[config.mk]
export PLATFORM = sky130hd
export DESIGN_NAME = smbus_host_regs
export DESIGN_NICKNAME = d
export VERILOG_FILES = /design/src/rtl/smbus_host_pkg.sv /design/src/rtl/smbus_blk_buf.sv /design/src/rtl/smbus_xact_fsm.sv /design/src/rtl/smbus_host_regs.sv
export SDC_FILE = /design/constraint.sdc
export NUM_CORES = 1
export LEC_CHECK = 0
export BUFFER_PORTS_ARGS = -buffer_cell sky130_fd_sc_hd__buf_2
export CAP_MARGIN = 20
export CORE_ASPECT_RATIO = 1.25
export CORE_MARGIN = 2
export CORE_UTILIZATION = 45
export DETAILED_ROUTE_END_ITERATION = 12
export PLACE_DENSITY = 0.63
export SLEW_MARGIN = 25
export SYNTH_ARGS = -nofsm -noshare
export SYNTH_HDL_FRONTEND = slang
export SYNTH_HIERARCHICAL = 1
export SYNTH_SLANG_ARGS = --single-unit
[constraint.sdc]
create_clock -name clk -period 3.2 [get_ports clk]
set_input_delay 0.32 -clock clk [delete_from_list [all_inputs] [get_ports clk]]
set_output_delay 0.32 -clock clk [all_outputs]
set_load 0.05 [all_outputs]
[src/rtl/smbus_host_pkg.sv]
package smbus_host_pkg;

    localparam int BYTE_W = 8;

    localparam logic [3:0] OFF_STATUS = 4'h0;
    localparam logic [3:0] OFF_CTRL   = 4'h2;
    localparam logic [3:0] OFF_CMD    = 4'h3;
    localparam logic [3:0] OFF_XADDR  = 4'h4;
    localparam logic [3:0] OFF_DATA0  = 4'h5;
    localparam logic [3:0] OFF_DATA1  = 4'h6;
    localparam logic [3:0] OFF_BLK    = 4'h7;
    localparam logic [3:0] OFF_AUX    = 4'hD;

    localparam logic [2:0] PROTO_BLOCK = 3'b101;

    typedef enum logic [1:0] {
        OP_START = 2'd0,
        OP_WRITE = 2'd1,
        OP_READ  = 2'd2,
        OP_STOP  = 2'd3
    } eng_op_e;

    typedef enum logic [3:0] {
        SQ_IDLE,
        SQ_START,
        SQ_ADDR_W,
        SQ_CMD,
        SQ_CNT_TX,
        SQ_DATA_TX,
        SQ_RESTART,
        SQ_ADDR_R,
        SQ_CNT_RX,
        SQ_DATA_RX,
        SQ_STOP,
        SQ_END
    } seq_state_e;

    typedef struct packed {
        logic ok;
        logic dev_err;
        logic failed;
    } xact_result_t;

endpackage

[src/rtl/smbus_blk_buf.sv]
module smbus_blk_buf
    import smbus_host_pkg::*;
#(
    parameter int DEPTH = 32,
    localparam int IW = $clog2(DEPTH)
) (
    input  logic              clk,
    input  logic              rst_n,
    input  logic              idx_clr,
    input  logic              sw_wr,
    input  logic              sw_rd,
    input  logic [BYTE_W-1:0] sw_wdata,
    output logic [BYTE_W-1:0] sw_rdata,
    output logic [IW-1:0]     sw_idx,
    input  logic              seq_wr,
    input  logic [IW-1:0]     seq_idx,
    input  logic [BYTE_W-1:0] seq_wdata,
    output logic [BYTE_W-1:0] seq_rdata
);

    logic [BYTE_W-1:0] mem [DEPTH];
    logic [IW-1:0]     idx_q;

    // Software-side cursor: rewound by a control read, stepped by data-port access
    always_ff @(posedge clk or negedge rst_n) begin
        if (!rst_n) begin
            idx_q <= '0;
        end else if (idx_clr) begin
            idx_q <= '0;
        end else if (sw_wr || sw_rd) begin
            idx_q <= idx_q + 1'b1;
        end
    end

    // Sequencer writes land after software writes, so they win a same-slot collision
    always_ff @(posedge clk or negedge rst_n) begin
        if (!rst_n) begin
            for (int i = 0; i < DEPTH; i++) begin
                mem[i] <= '0;
            end
        end else begin
            if (sw_wr) begin
                mem[idx_q] <= sw_wdata;
            end
            if (seq_wr) begin
                mem[seq_idx] <= seq_wdata;
            end
        end
    end

    assign sw_rdata  = mem[idx_q];
    assign seq_rdata = mem[seq_idx];
    assign sw_idx    = idx_q;

endmodule

[src/rtl/smbus_xact_fsm.sv]
module smbus_xact_fsm
    import smbus_host_pkg::*;
#(
    parameter int DEPTH = 32,
    localparam int IW = $clog2(DEPTH),
    localparam int CW = $clog2(DEPTH + 1)
) (
    input  logic              clk,
    input  logic              rst_n,
    input  logic              go,
    input  logic [BYTE_W-1:0] xaddr,
    input  logic [BYTE_W-1:0] cmd,
    input  logic [BYTE_W-1:0] wr_count,
    input  logic              kill,
    input  logic              eng_done,
    input  logic              eng_ack,
    input  logic [BYTE_W-1:0] eng_rbyte,
    input  logic [BYTE_W-1:0] buf_rdata,
    output logic              busy,
    output logic              eng_req,
    output eng_op_e           eng_op,
    output logic [BYTE_W-1:0] eng_wbyte,
    output logic              eng_nack,
    output logic [IW-1:0]     buf_idx,
    output logic              buf_we,
    output logic [BYTE_W-1:0] buf_wdata,
    output logic              cnt_we,
    output logic [BYTE_W-1:0] cnt_wdata,
    output logic              fin,
    output xact_result_t      result
);

    seq_state_e        state_q, state_d, step_next;
    logic [CW-1:0]     cnt_q;
    logic [BYTE_W-1:0] total_q;
    logic              rd_q, err_q, kill_q;
    logic              last_byte, sending, nack_now, bad_wr_len, rx_len_ok;

    function automatic logic len_ok(input logic [BYTE_W-1:0] v);
        return (v != '0) && (int'(v) <= DEPTH);
    endfunction

    assign last_byte  = ((BYTE_W'(cnt_q) + 1'b1) == total_q);
    assign sending    = (state_q == SQ_ADDR_W) || (state_q == SQ_CMD) ||
                        (state_q == SQ_CNT_TX) || (state_q == SQ_DATA_TX) ||
                        (state_q == SQ_ADDR_R);
    assign nack_now   = sending && !eng_ack;
    assign bad_wr_len = !xaddr[0] && !len_ok(wr_count);
    assign rx_len_ok  = len_ok(eng_rbyte);

    // State register
    always_ff @(posedge clk or negedge rst_n) begin
        if (!rst_n) begin
            state_q <= SQ_IDLE;
        end else begin
            state_q <= state_d;
        end
    end

    // Successor of each byte state on a normal completion
    always_comb begin
        step_next = SQ_STOP;
        unique case (state_q)
            SQ_START:   step_next = SQ_ADDR_W;
            SQ_ADDR_W:  step_next = SQ_CMD;
            SQ_CMD:     step_next = rd_q ? SQ_RESTART : SQ_CNT_TX;
            SQ_CNT_TX:  step_next = SQ_DATA_TX;
            SQ_DATA_TX: step_next = last_byte ? SQ_STOP : SQ_DATA_TX;
            SQ_RESTART: step_next = SQ_ADDR_R;
            SQ_ADDR_R:  step_next = SQ_CNT_RX;
            SQ_CNT_RX:  step_next = rx_len_ok ? SQ_DATA_RX : SQ_STOP;
            SQ_DATA_RX: step_next = last_byte ? SQ_STOP : SQ_DATA_RX;
            default:    step_next = SQ_STOP;
        endcase
    end

    always_comb begin
        state_d = state_q;
        unique case (state_q)
            SQ_IDLE: if (go) state_d = bad_wr_len ? SQ_END : SQ_START;
            SQ_STOP: if (eng_done) state_d = SQ_END;
            SQ_END:  state_d = SQ_IDLE;
            default: if (eng_done) state_d = (kill || nack_now) ? SQ_STOP : step_next;
        endcase
    end

    // Transaction context: direction, counts, error flags
    always_ff @(posedge clk or negedge rst_n) begin
        if (!rst_n) begin
            cnt_q   <= '0;
            total_q <= '0;
            rd_q    <= 1'b0;
            err_q   <= 1'b0;
            kill_q  <= 1'b0;
        end else if (state_q == SQ_IDLE) begin
            if (go) begin
                cnt_q   <= '0;
                rd_q    <= xaddr[0];
                total_q <= xaddr[0] ? '0 : wr_count;
                err_q   <= bad_wr_len;
                kill_q  <= 1'b0;
            end
        end else if (eng_done && state_q != SQ_END) begin
            if (state_q == SQ_DATA_TX || state_q == SQ_DATA_RX) begin
                cnt_q <= cnt_q + 1'b1;
            end
            if (state_q == SQ_CNT_RX) begin
                total_q <= eng_rbyte;
                if (!rx_len_ok) err_q <= 1'b1;
            end
            if (nack_now) begin
                err_q <= 1'b1;
            end
            if (kill && state_q != SQ_STOP) begin
                kill_q <= 1'b1;
            end
        end
    end

    // Outputs
    always_comb begin
        eng_req   = 1'b0;
        eng_op    = OP_STOP;
        eng_wbyte = '0;
        eng_nack  = 1'b0;
        unique case (state_q)
            SQ_IDLE, SQ_END: eng_req = 1'b0;
            SQ_START, SQ_RESTART: begin
                eng_req = 1'b1;
                eng_op  = OP_START;
            end
            SQ_ADDR_W: begin
                eng_req   = 1'b1;
                eng_op    = OP_WRITE;
                eng_wbyte = {xaddr[7:1], 1'b0};
            end
            SQ_ADDR_R: begin
                eng_req   = 1'b1;
                eng_op    = OP_WRITE;
                eng_wbyte = {xaddr[7:1], 1'b1};
            end
            SQ_CMD: begin
                eng_req   = 1'b1;
                eng_op    = OP_WRITE;
                eng_wbyte = cmd;
            end
            SQ_CNT_TX: begin
                eng_req   = 1'b1;
                eng_op    = OP_WRITE;
                eng_wbyte = total_q;
            end
            SQ_DATA_TX: begin
                eng_req   = 1'b1;
                eng_op    = OP_WRITE;
                eng_wbyte = buf_rdata;
            end
            SQ_CNT_RX: begin
                eng_req = 1'b1;
                eng_op  = OP_READ;
            end
            SQ_DATA_RX: begin
                eng_req  = 1'b1;
                eng_op   = OP_READ;
                eng_nack = last_byte;
            end
            SQ_STOP: begin
                eng_req = 1'b1;
                eng_op  = OP_STOP;
            end
        endcase
    end

    assign busy           = (state_q != SQ_IDLE);
    assign fin            = (state_q == SQ_END);
    assign buf_idx        = cnt_q[IW-1:0];
    assign buf_we         = (state_q == SQ_DATA_RX) && eng_done;
    assign buf_wdata      = eng_rbyte;
    assign cnt_we         = (state_q == SQ_CNT_RX) && eng_done;
    assign cnt_wdata      = eng_rbyte;
    assign result.ok      = !err_q && !kill_q;
    assign result.dev_err = err_q;
    assign result.failed  = kill_q;

endmodule

[src/rtl/smbus_host_regs.sv]
module smbus_host_regs
    import smbus_host_pkg::*;
#(
    parameter int DEPTH = 32
) (
    input  logic       clk,
    input  logic       rst_n,
    input  logic       reg_rd,
    input  logic       reg_wr,
    input  logic [3:0] reg_addr,
    input  logic [7:0] reg_wdata,
    output logic [7:0] reg_rdata,
    output logic       eng_req,
    output logic [1:0] eng_op,
    output logic [7:0] eng_wbyte,
    output logic       eng_nack,
    input  logic       eng_done,
    input  logic       eng_ack,
    input  logic [7:0] eng_rbyte
);

    localparam int IW = $clog2(DEPTH);

    logic              ctl_ien, ctl_kill, ctl_last, ctl_pec;
    logic [2:0]        ctl_proto;
    logic [BYTE_W-1:0] cmd_q, xaddr_q, data0_q, data1_q;
    logic [1:0]        aux_q;
    logic              st_intr, st_deverr, st_failed;

    logic              host_busy, seq_fin, seq_buf_we, seq_cnt_we;
    xact_result_t      seq_res;
    eng_op_e           seq_op;
    logic [IW-1:0]     seq_buf_idx, buf_sw_idx;
    logic [BYTE_W-1:0] seq_buf_wdata, seq_cnt_wdata, seq_buf_rdata, sw_buf_rdata;
    logic              wr_ctrl, rd_ctrl, start_go;
    logic [7:0]        status_v, ctrl_v;

    assign wr_ctrl  = reg_wr && (reg_addr == OFF_CTRL);
    assign rd_ctrl  = reg_rd && (reg_addr == OFF_CTRL);
    assign start_go = wr_ctrl && reg_wdata[6] && !host_busy &&
                      (reg_wdata[4:2] == PROTO_BLOCK) && aux_q[1];

    smbus_blk_buf #(.DEPTH(DEPTH)) u_buf (
        .clk       (clk),
        .rst_n     (rst_n),
        .idx_clr   (rd_ctrl),
        .sw_wr     (reg_wr && (reg_addr == OFF_BLK)),
        .sw_rd     (reg_rd && (reg_addr == OFF_BLK)),
        .sw_wdata  (reg_wdata),
        .sw_rdata  (sw_buf_rdata),
        .sw_idx    (buf_sw_idx),
        .seq_wr    (seq_buf_we),
        .seq_idx   (seq_buf_idx),
        .seq_wdata (seq_buf_wdata),
        .seq_rdata (seq_buf_rdata)
    );

    smbus_xact_fsm #(.DEPTH(DEPTH)) u_seq (
        .clk       (clk),
        .rst_n     (rst_n),
        .go        (start_go),
        .xaddr     (xaddr_q),
        .cmd       (cmd_q),
        .wr_count  (data0_q),
        .kill      (ctl_kill),
        .eng_done  (eng_done),
        .eng_ack   (eng_ack),
        .eng_rbyte (eng_rbyte),
        .buf_rdata (seq_buf_rdata),
        .busy      (host_busy),
        .eng_req   (eng_req),
        .eng_op    (seq_op),
        .eng_wbyte (eng_wbyte),
        .eng_nack  (eng_nack),
        .buf_idx   (seq_buf_idx),
        .buf_we    (seq_buf_we),
        .buf_wdata (seq_buf_wdata),
        .cnt_we    (seq_cnt_we),
        .cnt_wdata (seq_cnt_wdata),
        .fin       (seq_fin),
        .result    (seq_res)
    );

    assign eng_op = seq_op;

    // Plain storage registers
    always_ff @(posedge clk or negedge rst_n) begin
        if (!rst_n) begin
            ctl_ien   <= 1'b0;
            ctl_kill  <= 1'b0;
            ctl_proto <= '0;
            ctl_last  <= 1'b0;
            ctl_pec   <= 1'b0;
            cmd_q     <= '0;
            xaddr_q   <= '0;
            data0_q   <= '0;
            data1_q   <= '0;
            aux_q     <= '0;
        end else begin
            if (wr_ctrl) begin
                ctl_ien   <= reg_wdata[0];
                ctl_kill  <= reg_wdata[1];
                ctl_proto <= reg_wdata[4:2];
                ctl_last  <= reg_wdata[5];
                ctl_pec   <= reg_wdata[7];
            end
            if (reg_wr && reg_addr == OFF_CMD)   cmd_q   <= reg_wdata;
            if (reg_wr && reg_addr == OFF_XADDR) xaddr_q <= reg_wdata;
            if (reg_wr && reg_addr == OFF_DATA1) data1_q <= reg_wdata;
            if (reg_wr && reg_addr == OFF_AUX)   aux_q   <= reg_wdata[1:0];
            if (seq_cnt_we) begin
                data0_q <= seq_cnt_wdata;
            end else if (reg_wr && reg_addr == OFF_DATA0) begin
                data0_q <= reg_wdata;
            end
        end
    end

    // Sticky status: completion sets, write-one clears, set wins
    always_ff @(posedge clk or negedge rst_n) begin
        if (!rst_n) begin
            st_intr   <= 1'b0;
            st_deverr <= 1'b0;
            st_failed <= 1'b0;
        end else begin
            if (reg_wr && reg_addr == OFF_STATUS) begin
                if (reg_wdata[1]) st_intr   <= 1'b0;
                if (reg_wdata[2]) st_deverr <= 1'b0;
                if (reg_wdata[4]) st_failed <= 1'b0;
            end
            if (seq_fin) begin
                if (seq_res.ok)      st_intr   <= 1'b1;
                if (seq_res.dev_err) st_deverr <= 1'b1;
                if (seq_res.failed)  st_failed <= 1'b1;
            end
        end
    end

    assign status_v = {3'b000, st_failed, 1'b0, st_deverr, st_intr, host_busy};
    assign ctrl_v   = {ctl_pec, 1'b0, ctl_last, ctl_proto, ctl_kill, ctl_ien};

    // Registered read data
    always_ff @(posedge clk or negedge rst_n) begin
        if (!rst_n) begin
            reg_rdata <= '0;
        end else if (reg_rd) begin
            case (reg_addr)
                OFF_STATUS: reg_rdata <= status_v;
                OFF_CTRL:   reg_rdata <= ctrl_v;
                OFF_CMD:    reg_rdata <= cmd_q;
                OFF_XADDR:  reg_rdata <= xaddr_q;
                OFF_DATA0:  reg_rdata <= data0_q;
                OFF_DATA1:  reg_rdata <= data1_q;
                OFF_BLK:    reg_rdata <= sw_buf_rdata;
                OFF_AUX:    reg_rdata <= {6'b0, aux_q};
                default:    reg_rdata <= '0;
            endcase
        end
    end

endmodule

**After elaboration in Yosys (flattened, before gate mapping)**

Index checks and enable logic that the tools add are counted.

- Register bits after elaboration: 334
- Latch bits: 0
- Memory bits (writable): 0
- ROM bits: 0
- Bits of input ports: 26
- Output and inout bits: 20
- Word-level logic and storage cells: 216
- Memories kept: 0

- Add/sub/neg operators: 3
- Multipliers: 0
- Divide/modulo/power cells: 0
- $lt $le $gt $ge: 6
- Eq/ne operators: 25
- Shift-type cells: 0
- Multiplexer cells: 65
- Bitwise gates (word level): 2
- Reductions and logical operators: 62

Operators by type and width:

| operator | number |
|---|---|
| bitwise mux 256 bit | 2 |
| two-way mux 256 bit | 2 |
| two-way mux 8 bit | 13 |
| binary-select mux 8 bit (select 5 bit) | 2 |
| demux 8 bit (select 5 bit) | 2 |
| case mux 8 bit (8 select lines) | 1 |
| case mux 8 bit (5 select lines) | 1 |
| case mux 4 bit (9 select lines) | 1 |
| equality test 4 x 3 -> 1 bit (second input constant) | 8 |
| logical AND 1 bit | 25 |
| two-way mux 4 bit | 6 |
| two-way mux 6 bit | 4 |
| two-way mux 1 bit | 23 |
| equality test 4 bit (second input constant) | 5 |
| equality test 4 x 2 -> 1 bit (second input constant) | 4 |
| less-or-equal comparator 8 x 6 -> 1 bit (second input constant) | 2 |
| nonzero test 8 bit | 2 |
| >= comparator 6 bit (second input constant) | 2 |
| less-than comparator 6 x 1 -> 1 bit (second input constant) | 2 |
| inverter 5 -> 6 bit | 2 |
| case mux 4 bit (3 select lines) | 1 |
| AND reduction 3 bit | 4 |
| nonzero test 2 bit | 6 |
| two-way mux 5 bit | 2 |
| other kinds (22) | 41 |

**Depth between registers and ports, before layout**

- Word-level depth: 10
- Depth in mapped cells: 13
- Depth with buffers taken out: 10

**By module**

The synthesis kept the hierarchy.

Modules (own cells, without submodules):

| module | instances | cells an instance | area each (um^2) | sequential area each (um^2) |
|---|---|---|---|---|
| smbus_blk_buf | 1 | 1762 | 17331.6 | 6531.3 |
| smbus_host_regs | 1 | 219 | 2696.3 | 1301.2 |
| smbus_xact_fsm | 1 | 281 | 2173.3 | 525.5 |

**Least setup slack after synthesis**

OpenSTA, ideal clock, no wires.

- Path type: reg2out
- Start: register u_seq.cnt_q[0]
- End: output port eng_wbyte[0]
- Arrival: 2900 ps
- Data required time: 2880 ps
- Slack: -20 ps
- Stages on the path, launching flop included: 9
- Path through: dfrtp_1 buf_4 or4b_2 clkbuf_1 o22ai_1 nor4_1 nand2_1 o22ai_1 o21ai_0

- Word-level cells in the longest chain between the ends: 5

RTL lines:

| item | line | RTL |
|---|---|---|
| start, declared | smbus_xact_fsm.sv:34 | `logic [CW-1:0] cnt_q;` |
| start signal, assigned | smbus_xact_fsm.sv:105 | `cnt_q <= cnt_q + 1'b1;` |
| inverter 5 -> 6 bit (not written as such) | smbus_blk_buf.sv:52 | `assign seq_rdata = mem[seq_idx];` |
| binary-select mux 8 bit (select 5 bit) | smbus_blk_buf.sv:52 |  |
| two-way mux 8 bit (not written as such) (2 in series) | smbus_blk_buf.sv:52 |  |
| via seq_buf_rdata[0] | smbus_host_regs.sv:34 | `logic [BYTE_W-1:0] seq_buf_wdata, seq_cnt_wdata, seq_buf_rdata, sw_buf_rdata;` |
| case mux 8 bit (5 select lines) | smbus_xact_fsm.sv:126 | `unique case (state_q)` |
| end, declared | smbus_host_regs.sv:15 | `output logic [7:0] eng_wbyte,` |

The timed path passes the listed nets, and every way through them passes these cells. The select of a mux whose other input is x is not followed.

**Final worst setup path**

- Start: register u_seq.cnt_q[1]
- End: output port eng_wbyte[1]

The elaborated chain is that of the path after synthesis.

==> summary.md <==
| Metric | Value |
|---|---|
| GRT Total Usage | `around a third` |
| Average size of a mapped cell | `a little under 10 um^2` |
| Largest net degree at the start of global routing | `~80` |
| Gr ovfl total | `0` |
| R2R Path Start | `u_buf/sw_idx[0]` |
| Post-route ant nets | `0` |
| Synth unique cells | `roughly 100` |
| Initial antenna violation count | `0` |
| Gate power share | `between 40% and 50%` |
| P&R area growth vs syn | `16.5%` |
| CTS root buffer | `clkbuf_16` |
| Max Clk Rate | `286 MHz` |
| Syn_nets | `between 2k and 2.5k` |
| Die ar. | `approximately 51000 um^2` |
| Synth top area share | `between 30 and 40%` |
| Gate count after technology mapping | `around 2.3k` |
| Max cap viols | `0` |
| Vias per inst | `around 6.5` |
| Total design power | `roughly 18 mW` |
| Synth Cell Area | `about 22000 um^2` |
| Placed cell area | `approximately 23000 um^2` |
| Die Ht | `~250 um` |
| Failing checks | `setup timing` |
| Top cells by area, synth | `dfrtp_1 (38%), mux2i_1 (24%), o22ai_1 (3.7%)` |
| Max-slew violations | `0` |
| # port buffers | `45` |
| Clock share of power | `between 20% and 30%` |
| Die W | `~200 um` |
| Req. time, crit path | `roughly 2.9 ns` |
| Switching Share | `40.2%` |
| I/O pin total | `46` |
| CP cell instances | `buf_16 > buf_4 > mux2i_2 > o22ai_1 > nor4_2 > nand2_1 > mux2i_1 > nor2_1 > a221o_1 > buf_6` |
| First-pass DRT Iterations | `5` |
| Vias in the first global route | `around 19k` |
| P_int | `between 10 and 15 mW` |
| Net Sw Power | `a little over 7 mW` |
| Clock-pin slew on the worst setup and hold paths | `~0.070 ns` |
| Fin crit period | `3.50 ns` |
| Outcome | `complete, but fails checks` |
| Static Leak | `about 11 nW` |
| DR WL/cell | `between 30 and 40 um` |
| Sequential area share after synthesis | `a little under two fifths` |
| Kind of critical path | `flip-flop to output port` |
| Slew @ Worst Pin | `1.13 ns` |
| Slowest cell on the critical path | `dfrtp_4` |
| CTS tree | `yes` |
| Worst-path fanout max | `14` |
| Biggest cell delay along the critical path | `about 0.55 ns` |
| RSZ-0062 raised after global routing | `true` |
| Critical Path Start Type | `flip-flop` |
| Final setup vio count | `9` |
| Asr flop ratio synth | `100%` |
| Drt initial violations | `between 2k and 2.5k` |
| CP top delay family | `simple AND/OR/NAND/NOR gates` |
| Endpoints failing hold | `0` |
| P per Cell Area | `~700 nW/um^2` |
| R2R setup slack | `0.16 ns` |
| Final Instance Area | `25900 um^2` |
| Clk Latency, worst-skew pair | `just under 0.6 ns` |
| Skew final | `around 0.021 ns` |
| Commonest cells post-synth | `mux2i_1 (535), dfrtp_1 (334), nand2_1 (204), nor2_1 (172)` |
| Synth warnings | `6` |
| FP Rows | `just over 90` |
| First-pass GRT wire length | `~130000 um` |
| Drt drc | `0` |
| Fill cell count | `between 4k and 5k` |
| Core area | `about 50000 um^2` |
| H-tree level count | `2` |
| Crit. End Element | `output port` |
| CP Capture Point | `eng_wbyte[1]` |
| Count leader, synth | `mux2i_1` |
| Setup TNS | `-1.70 ns` |
| Antenna cell count | `0` |
| Vias | `between 15k and 20k` |
| Worst vdd ir | `~0.00067 V` |
| Prevailing post-synth register cell | `dfrtp_1` |
| Synth Register Bits | `approximately 330` |
| Share of cells above drive strength 1 | `between 20% and 30%` |
| Initial Utilization | `a little under half` |
| Post-route setup slack | `-0.295 ns` |
| Number of flops mapped to enable cells by yosys | `0` |
| Critical Path Stages | `10` |
| Worst rel slew slack | `between 20% and 30%` |
| Critical Path AT | `3.18 ns` |
| Register share of total power | `34.0%` |
| Worst hold slack | `between 0.2 and 0.25 ns` |
| Cts bufs inserted | `38` |
| Crit. Startpoint | `u_seq/cnt_q[1]` |
| Fin nets | `2323` |
| Final WL | `around 90000 um` |
| Clock sink count | `334` |
| Tcrit/Tclk final | `109%` |
| Gpl congestion | `between 1 and 1.5` |
| Hpwl dp | `around 63000 um` |
| Synth area leader | `dfrtp_1` |
| Buffers plus inverters on the worst setup path | `3` |
| Fin util | `a little over half` |
| FF-to-FF path depth | `10` |
| Worst reg2reg path endpoint | `reg_rdata[6]` |
| Hold Path Class | `input pin to flip-flop` |
| Clk buf depth | `3` |
worst register-to-register path, delay by kind of cell (launching register included):
| family | cells | cell delay, ns |
|---|---|---|
| DFF | 1 | 0.45 |
| buffers and inverters | 3 | 0.82 |
| AOI/OAI and AO/OA | 3 | 0.50 |
| and+or+nand+nor | 2 | 0.61 |
| muxes | 2 | 0.54 |
cells in the final DEF (no fill, tap or decap), drive strengths merged, types with 7 or more instances in the layout:
cell,count
mux2i,535
dfrtp,334
nand2,208
nor2,207
buf,193
a21oi,155
o21ai,154
o22ai,131
clkbuf,54
mux2,39
nor4,37
nand3,23
inv,19
nor3b,14
nor3,14
nand4bb,11
clkinv,10
nand2b,9
nand3b,9
nand4b,8
or4b,8
nand4,8
nor2b,7
a221o,7
state kept, by name, indices dropped and copies added, names as in the netlist, 2 cells and up:
name and count:
aux_q 2, cmd_q 8, ctl_proto 3, data0_q 8, data1_q 8, reg_rdata 8
u_buf/mem 256, u_buf/sw_idx 5, u_seq/cnt_q 6, u_seq/state_q 4, u_seq/total_q 8, xaddr_q 8
cell families (layout without fill, tap and decap cells):
group	after synthesis	count (layout)	synth area share, %
adder cells (fa/ha/maj)	7	7	0.372
multiplexers	576	576	26.4
XOR/XNOR	10	10	0.394
AO/OA/AOI/OAI	510	510	13.9
AND/OR/NAND/NOR	602	602	15.8
flip-flops	334	334	37.6
buffers and inverters	223	280	5.43
power groups by stage:
stage          clock (mW)  sequential (mW)  combinational, mW
3_5_place_dp            0             6.02               6.11
5_1_grt              4.69             6.19               7.81
6_report             4.48             6.15               7.49
4_1_cts              4.54             6.05               7.08
2_1_floorplan           0             5.52               4.26
3_3_place_gp            0             6.02               6.02
layout make-up:
type	instances	area [um^2]	area share [%]
repair buffers	195	1750	6.78
clock inverters	13	149	0.576
clock buffers	54	1100	4.26
multi-input cells	1705	13600	52.6
flip-flops and latches	334	8370	32.4
well taps	651	815	3.15
inverters	18	67.6	0.261
metal layers:
layer / track usage (%) / routed length [um] / vias to the layer above
li1: - / - / 8324
met1: 44.3 / 35800 / 9598
met2: 56.5 / 41800 / 991
met3: 4.68 / 6030 / 268
met4: 22.5 / 6690 / 0
met5: 0 / 0 / -
worst min path at each step:
stage	end	slack [ns]	startpoint	cells past startpoint
floorplan	aux_q[0]	0.02	rst_n	0
global placement	u_buf/mem[4]	0.37	rst_n	1
detailed placement	u_buf/mem[1]	0.38	rst_n	1
CTS	u_seq/state_q[2]	0.19	eng_done	4
global route	u_buf/mem[0]	0.23	eng_rbyte[0]	3
finish	u_seq/state_q[2]	0.21	eng_done	4
through the flow:
stage	setup WS (ns)	instances
after floorplan	0.194	2262
after global placement	0.0795	2871
after detailed placement	0.113	2871
after CTS	-0.236	2963
after global routing	-0.326	2970
final	-0.295	2970
what timing repair did:
action / 4_1_cts / 5_1_grt
endpoints found under the hold margin: 77 / 0
buffers inserted: 17 / 11
setup endpoints to repair: 9 / 9
gates cloned: 6 / 0
resized for setup: 148 / 56
pin swaps: 25 / 30
hold buffers: 2 / 0
(Power assumes the default switching activity.)
